<file path="src/rtl/alu_flag_pkg.sv">
`timescale 1ns/1ps
package alu_flag_pkg;

    localparam int DATA_W = 16;
    localparam int BYTE_W = DATA_W / 2;
    localparam int NIB_W  = 4;
    localparam int FLAG_W = 16;
    localparam int CTL_N  = 3;

    localparam int CF_BIT = 0;
    localparam int PF_BIT = 2;
    localparam int AF_BIT = 4;
    localparam int ZF_BIT = 6;
    localparam int SF_BIT = 7;
    localparam int TF_BIT = 8;
    localparam int IE_BIT = 9;
    localparam int DF_BIT = 10;
    localparam int OF_BIT = 11;

    localparam logic [FLAG_W-1:0] USED_MASK =
        (FLAG_W'(1) << CF_BIT) | (FLAG_W'(1) << PF_BIT) | (FLAG_W'(1) << AF_BIT) |
        (FLAG_W'(1) << ZF_BIT) | (FLAG_W'(1) << SF_BIT) | (FLAG_W'(1) << TF_BIT) |
        (FLAG_W'(1) << IE_BIT) | (FLAG_W'(1) << DF_BIT) | (FLAG_W'(1) << OF_BIT);

    typedef enum logic [2:0] {
        OP_ADD = 3'd0,
        OP_ADC = 3'd1,
        OP_SUB = 3'd2,
        OP_SBB = 3'd3,
        OP_AND = 3'd4,
        OP_OR  = 3'd5,
        OP_XOR = 3'd6,
        OP_NOP = 3'd7
    } alu_op_e;

    typedef struct packed {
        logic [DATA_W-1:0] res;
        logic              cf;
        logic              pf;
        logic              af;
        logic              zf;
        logic              sf;
        logic              tf;
        logic              ief;
        logic              df;
        logic              of;
    } alu_state_t;

endpackage

</file>
<file path="src/rtl/alu_add_core.sv">
`timescale 1ns/1ps
module alu_add_core #(
    parameter int W     = 16,
    parameter int BW    = 8,
    parameter int NW    = 4
) (
    input  logic [W-1:0] a_i,
    input  logic [W-1:0] b_i,
    input  logic         cin_i,
    input  logic         byte_i,
    output logic [W-1:0] sum_o,
    output logic         c_half_o,
    output logic         c_out_o,
    output logic         v_o
);
    logic [W:0]  full_s;
    logic [BW:0] byte_s;
    logic [NW:0] nib_s;
    logic        top_a;
    logic        top_b;
    logic        top_s;

    always_comb begin
        full_s   = {1'b0, a_i} + {1'b0, b_i} + {{W{1'b0}}, cin_i};
        byte_s   = {1'b0, a_i[BW-1:0]} + {1'b0, b_i[BW-1:0]} + {{BW{1'b0}}, cin_i};
        nib_s    = {1'b0, a_i[NW-1:0]} + {1'b0, b_i[NW-1:0]} + {{NW{1'b0}}, cin_i};
        sum_o    = full_s[W-1:0];
        c_half_o = nib_s[NW];
        c_out_o  = byte_i ? byte_s[BW] : full_s[W];
        top_a    = byte_i ? a_i[BW-1]    : a_i[W-1];
        top_b    = byte_i ? b_i[BW-1]    : b_i[W-1];
        top_s    = byte_i ? full_s[BW-1] : full_s[W-1];
        v_o      = (top_a == top_b) && (top_s != top_a);
    end
endmodule

</file>
<file path="src/rtl/alu_status_eval.sv">
`timescale 1ns/1ps
module alu_status_eval #(
    parameter int W  = 16,
    parameter int BW = 8
) (
    input  logic [W-1:0] res_i,
    input  logic         byte_i,
    output logic         zf_o,
    output logic         sf_o,
    output logic         pf_o
);
    logic [BW:0] par_chain;

    assign par_chain[0] = 1'b1;
    for (genvar g = 0; g < BW; g++) begin : g_par
        assign par_chain[g+1] = par_chain[g] ^ res_i[g];
    end

    always_comb begin
        pf_o = par_chain[BW];
        zf_o = byte_i ? ~|res_i[BW-1:0] : ~|res_i;
        sf_o = byte_i ? res_i[BW-1] : res_i[W-1];
    end
endmodule

</file>
<file path="src/rtl/alu_ctl_bit.sv">
`timescale 1ns/1ps
module alu_ctl_bit (
    input  logic cur_i,
    input  logic set_i,
    input  logic clr_i,
    output logic nxt_o
);
    always_comb begin
        if (clr_i)      nxt_o = 1'b0;
        else if (set_i) nxt_o = 1'b1;
        else            nxt_o = cur_i;
    end
endmodule

</file>
<file path="src/rtl/alu_flag_unit.sv">
`timescale 1ns/1ps
module alu_flag_unit
    import alu_flag_pkg::*;
(
    input  logic              clk,
    input  logic              rst_n,
    input  logic              exec_i,
    input  logic [2:0]        op_i,
    input  logic              byte_i,
    input  logic [DATA_W-1:0] a_i,
    input  logic [DATA_W-1:0] b_i,
    input  logic              tr_set_i,
    input  logic              tr_clr_i,
    input  logic              ie_set_i,
    input  logic              ie_clr_i,
    input  logic              dir_set_i,
    input  logic              dir_clr_i,
    input  logic              fw_load_i,
    input  logic [FLAG_W-1:0] fw_data_i,
    output logic [DATA_W-1:0] result_o,
    output logic [FLAG_W-1:0] flags_o
);
    alu_state_t        st_d, st_q;
    alu_op_e           op;
    logic              is_sub;
    logic              is_logic;
    logic [DATA_W-1:0] a_m, b_m, b_eff, logic_res, sum, res_sel;
    logic              cin, c_half, c_out, v_flag;
    logic              zf_n, sf_n, pf_n;
    logic [CTL_N-1:0]  ctl_cur, ctl_set, ctl_clr, ctl_nxt;

    always_comb begin
        op       = alu_op_e'(op_i);
        is_sub   = (op == OP_SUB) || (op == OP_SBB);
        is_logic = (op == OP_AND) || (op == OP_OR) || (op == OP_XOR);
        a_m      = byte_i ? {{(DATA_W-BYTE_W){1'b0}}, a_i[BYTE_W-1:0]} : a_i;
        b_m      = byte_i ? {{(DATA_W-BYTE_W){1'b0}}, b_i[BYTE_W-1:0]} : b_i;
        b_eff    = is_sub ? ~b_m : b_m;
        case (op)
            OP_ADC:  cin = st_q.cf;
            OP_SUB:  cin = 1'b1;
            OP_SBB:  cin = ~st_q.cf;
            default: cin = 1'b0;
        endcase
        case (op)
            OP_AND:  logic_res = a_m & b_m;
            OP_OR:   logic_res = a_m | b_m;
            default: logic_res = a_m ^ b_m;
        endcase
        res_sel = is_logic ? logic_res : sum;
        if (byte_i) res_sel[DATA_W-1:BYTE_W] = '0;
    end

    alu_add_core #(.W(DATA_W), .BW(BYTE_W), .NW(NIB_W)) u_add (
        .a_i      (a_m),
        .b_i      (b_eff),
        .cin_i    (cin),
        .byte_i   (byte_i),
        .sum_o    (sum),
        .c_half_o (c_half),
        .c_out_o  (c_out),
        .v_o      (v_flag)
    );

    alu_status_eval #(.W(DATA_W), .BW(BYTE_W)) u_stat (
        .res_i  (res_sel),
        .byte_i (byte_i),
        .zf_o   (zf_n),
        .sf_o   (sf_n),
        .pf_o   (pf_n)
    );

    assign ctl_cur = {st_q.df, st_q.ief, st_q.tf};
    assign ctl_set = {dir_set_i, ie_set_i, tr_set_i};
    assign ctl_clr = {dir_clr_i, ie_clr_i, tr_clr_i};

    for (genvar c = 0; c < CTL_N; c++) begin : g_ctl
        alu_ctl_bit u_bit (
            .cur_i (ctl_cur[c]),
            .set_i (ctl_set[c]),
            .clr_i (ctl_clr[c]),
            .nxt_o (ctl_nxt[c])
        );
    end

    always_comb begin
        st_d = st_q;
        if (fw_load_i) begin
            st_d.cf  = fw_data_i[CF_BIT];
            st_d.pf  = fw_data_i[PF_BIT];
            st_d.af  = fw_data_i[AF_BIT];
            st_d.zf  = fw_data_i[ZF_BIT];
            st_d.sf  = fw_data_i[SF_BIT];
            st_d.tf  = fw_data_i[TF_BIT];
            st_d.ief = fw_data_i[IE_BIT];
            st_d.df  = fw_data_i[DF_BIT];
            st_d.of  = fw_data_i[OF_BIT];
        end else begin
            if (exec_i && (op != OP_NOP)) begin
                st_d.res = res_sel;
                st_d.zf  = zf_n;
                st_d.sf  = sf_n;
                st_d.pf  = pf_n;
                if (is_logic) begin
                    st_d.cf = 1'b0;
                    st_d.af = 1'b0;
                    st_d.of = 1'b0;
                end else begin
                    st_d.cf = is_sub ? ~c_out  : c_out;
                    st_d.af = is_sub ? ~c_half : c_half;
                    st_d.of = v_flag;
                end
            end
            st_d.tf  = ctl_nxt[0];
            st_d.ief = ctl_nxt[1];
            st_d.df  = ctl_nxt[2];
        end
    end

    always_ff @(posedge clk or negedge rst_n) begin
        if (!rst_n) st_q <= '0;
        else        st_q <= st_d;
    end

    always_comb begin
        result_o         = st_q.res;
        flags_o          = '0;
        flags_o[CF_BIT]  = st_q.cf;
        flags_o[PF_BIT]  = st_q.pf;
        flags_o[AF_BIT]  = st_q.af;
        flags_o[ZF_BIT]  = st_q.zf;
        flags_o[SF_BIT]  = st_q.sf;
        flags_o[TF_BIT]  = st_q.tf;
        flags_o[IE_BIT]  = st_q.ief;
        flags_o[DF_BIT]  = st_q.df;
        flags_o[OF_BIT]  = st_q.of;
    end
endmodule

</file>
<file path="config.mk">
export PLATFORM = sky130hd
export DESIGN_NAME = alu_flag_unit
export DESIGN_NICKNAME = d
export VERILOG_FILES = /design/src/rtl/alu_flag_pkg.sv /design/src/rtl/alu_add_core.sv /design/src/rtl/alu_status_eval.sv /design/src/rtl/alu_ctl_bit.sv /design/src/rtl/alu_flag_unit.sv
export SDC_FILE = /design/constraint.sdc
export NUM_CORES = 1
export LEC_CHECK = 0
export CAP_MARGIN = 20
export CORE_MARGIN = 1.5
export CORE_UTILIZATION = 43
export DETAILED_ROUTE_END_ITERATION = 7
export HOLD_SLACK_MARGIN = 0.15
export PLACE_DENSITY_LB_ADDON = 0.08
export SLEW_MARGIN = 20
export SYNTH_ARGS = -nofsm -noshare
export SYNTH_HDL_FRONTEND = slang
export SYNTH_SLANG_ARGS = --single-unit
</file>
<file path="constraint.sdc">
create_clock -name clk -period 2.9 [get_ports clk]
set_clock_uncertainty 0.05 [all_clocks]
set_input_delay 0.435 -clock clk [delete_from_list [all_inputs] [get_ports clk]]
set_output_delay 0.435 -clock clk [all_outputs]
set_load 0.01 [all_outputs]
</file>
==> flow_metrics.tcl <==
set metrics [dict create \
    drt_iter0_markers 152 \
    multi_input_area_mm2 0.00322 \
    end_kind "flop" \
    dpl_worst_slack_ns -0.927 \
    status "complete, but fails checks" \
    ys_seq_elements 25 \
    grt_overflow 0 \
    port_buffers 79 \
    gp_congestion 0.940 \
    drv_cap 0 \
    finalCritPeriodShare 1.15 \
    hp-class "reg -> reg" \
    post_layout_nonfiller_instances 770 \
    path_clk_slew_ns 0.08 \
    core_area_mm2 0.00822 \
    ant_nets 0 \
    ios 94 \
    max_freq_mhz 299 \
    synth_edf_count 0 \
    path_max_fanout 2 \
    rsz0062_at_grt "yes" \
    ys_warn_count 0 \
    nets 778 \
    layout-drive-gt1-share 0.344 \
    area.growth.synth_to_final_pct 67.5 \
    dp_hpwl_mm 9.59 \
    antenna_found_initial 0 \
    fin_setup_tns_ns -2.10 \
    grt_usage 0.279 \
    critPathKind "reg -> reg" \
    wl_per_cell_um 16.1 \
    setup_viol 9 \
    cellPowerDensity_mw_per_mm2 345 \
    vias_per_cell 5.32 \
    final_common_cell "buf_4" \
    reg2reg_from "flags_o[0]" \
    startpoint "flags_o[0]" \
    cp-start-kind "flop" \
    cts-root-buf "clkbuf_8" \
    synthFlopType "dfrtp_1" \
    clock_latency_ns 0.27 \
    nFillCells 651 \
    ys_async_sr_fraction 1.00 \
    grt_pass1_vias 4053 \
    min_from "result_o[9]" \
    p_leak_nw 2.96 \
    setup_ws_ns -0.444 \
    num_rows 33 \
    clockBufferDepth 2 \
    violations "setup timing" \
    peakVddDrop_mv 0.215 \
    dp.cells 745 \
    htreeDepth 1 \
    fp.dieH_um 95.3 \
    required_ns 2.99 \
    start_util 0.446 \
    arrival_ns 3.44 \
    vias 4095 \
    yosys.cell_types.count 72 \
    dieArea_mm2 0.00908 \
    final_cell_mix "buf_4 (132), clkdlybuf4s50_1 (73), nand2_1 (55)" \
    totalWireLength_mm 12.4 \
    grt_max_degree 26 \
    post-route-util 0.746 \
    synth_area_mm2 0.00366 \
    clock-sinks 25 \
    postCtsHoldBufs 0 \
    synth_cells 463 \
    diodes 0 \
    period_needed_ns 3.34 \
    grt_pass1_wl_mm 19.8 \
    yosysSeqAreaShare 0.171 \
    worst_slew_pin_slew_ns 0.642 \
    regArea_um2 626 \
    drc 0 \
    syn_area_per_cell_um2 7.91 \
    numCtsBuffers 3 \
    hold_viol_final 0 \
    fp.dieW_um 95.3 \
    cts_tree "built" \
    slew_headroom 0.567 \
    first_pass_iters 5 \
    slew_viol_final 0 \
]
worst paths after layout:
path	to	slack, ns	cells after the start
setup reg to reg	flags_o[2]	-0.44	14
setup / recovery	flags_o[2]	-0.44	14
hold / removal	result_o[9]	0.43	2
hold reg to reg	result_o[9]	0.43	2
min in group asynchronous	result_o[14]	0.50	2
max in group asynchronous	result_o[12]	2.06	2
routing by layer:
layer,global-route usage,share of wire,vias to the layer above
li1,-,-,2024
met1,0.363,0.45,1930
met2,0.496,0.48,120
met3,0.0191,0.051,21
met4,0.0734,0.019,0
met5,0,0,-
cell type report:
cell class / count / share of cell area
clock inverter: 1 / 0.000816
inverter: 37 / 0.0227
tap: 105 / 0.0214
sequential: 25 / 0.102
multi-input combinational: 374 / 0.525
clock buffer: 3 / 0.00673
timing repair buffer: 225 / 0.322
cell usage after synthesis, types with 7 or more instances:
cell type | number | area share
nor2_1 | 19 | 0.019
mux2i_1 | 12 | 0.033
clkbuf_1 | 14 | 0.014
nand2b_1 | 20 | 0.034
nor3_1 | 8 | 0.011
nand3_1 | 8 | 0.011
dfrtp_1 | 25 | 0.17
buf_4 | 11 | 0.023
xnor2_1 | 25 | 0.060
nand2_1 | 58 | 0.059
ha_1 | 48 | 0.16
inv_1 | 37 | 0.038
o21ai_0 | 27 | 0.037
a21oi_1 | 19 | 0.026
o31ai_1 | 7 | 0.014
what timing repair did:
item | CTS | global route
setup buffers | 16 | 8
resized for setup | 65 | 34
hold endpoints to repair | 0 | 0
cloned | 0 | 0
setup endpoints to repair | 19 | 14
pin swaps | 27 | 29
stage by stage:
| stage | instance area (um^2) | hold WS (ns) | total power (W) |
|---|---|---|---|
| after floorplan | 3790 | 0.0894 | 0.00111 |
| after global placement | 5410 | 0.412 | 0.00166 |
| after detailed placement | 5410 | 0.416 | 0.00169 |
| after CTS | 5860 | 0.436 | 0.00202 |
| after global routing | 6130 | 0.457 | 0.00226 |
| final | 6130 | 0.428 | 0.00212 |
worst max-delay path, cell delays in order, from the launching register on:
cell and delay (ns):
dfrtp_1 0.43, nand2_1 0.10, xor2_1 0.19, nor2_2 0.08
fa_2 0.37, fa_2 0.42, buf_6 0.14, xnor2_1 0.13
a32oi_1 0.16, nand2_1 0.12, xnor2_1 0.20, xnor2_1 0.11
xnor2_1 0.27, mux2i_1 0.29, a32oi_1 0.15
kinds of logic after synthesis:
| logic type | count (synthesis) | synth area share |
|---|---|---|
| XOR/XNOR | 30 | 0.0738 |
| other | 1 | 0.00102 |
| AND/OR/NAND/NOR | 149 | 0.203 |
| buffers and inverters | 70 | 0.0871 |
| adder cells (fa/ha/maj) | 50 | 0.175 |
| multiplexers | 20 | 0.0574 |
| AO/OA/AOI/OAI | 118 | 0.232 |
| flip-flops | 25 | 0.171 |
sequential cells by signal, indices dropped and copies added, names as in the netlist:
signal	count
flags_o	9
result_o	16
report_power, final:
part	internal (W)	switching, W	total, W
sequential	0.000408	0.0000346	0.000443
combinational	0.000801	0.000670	0.00147
clock	0.0000962	0.000107	0.000204
total	0.00131	0.000812	0.00212
(Power assumes the default switching activity.)
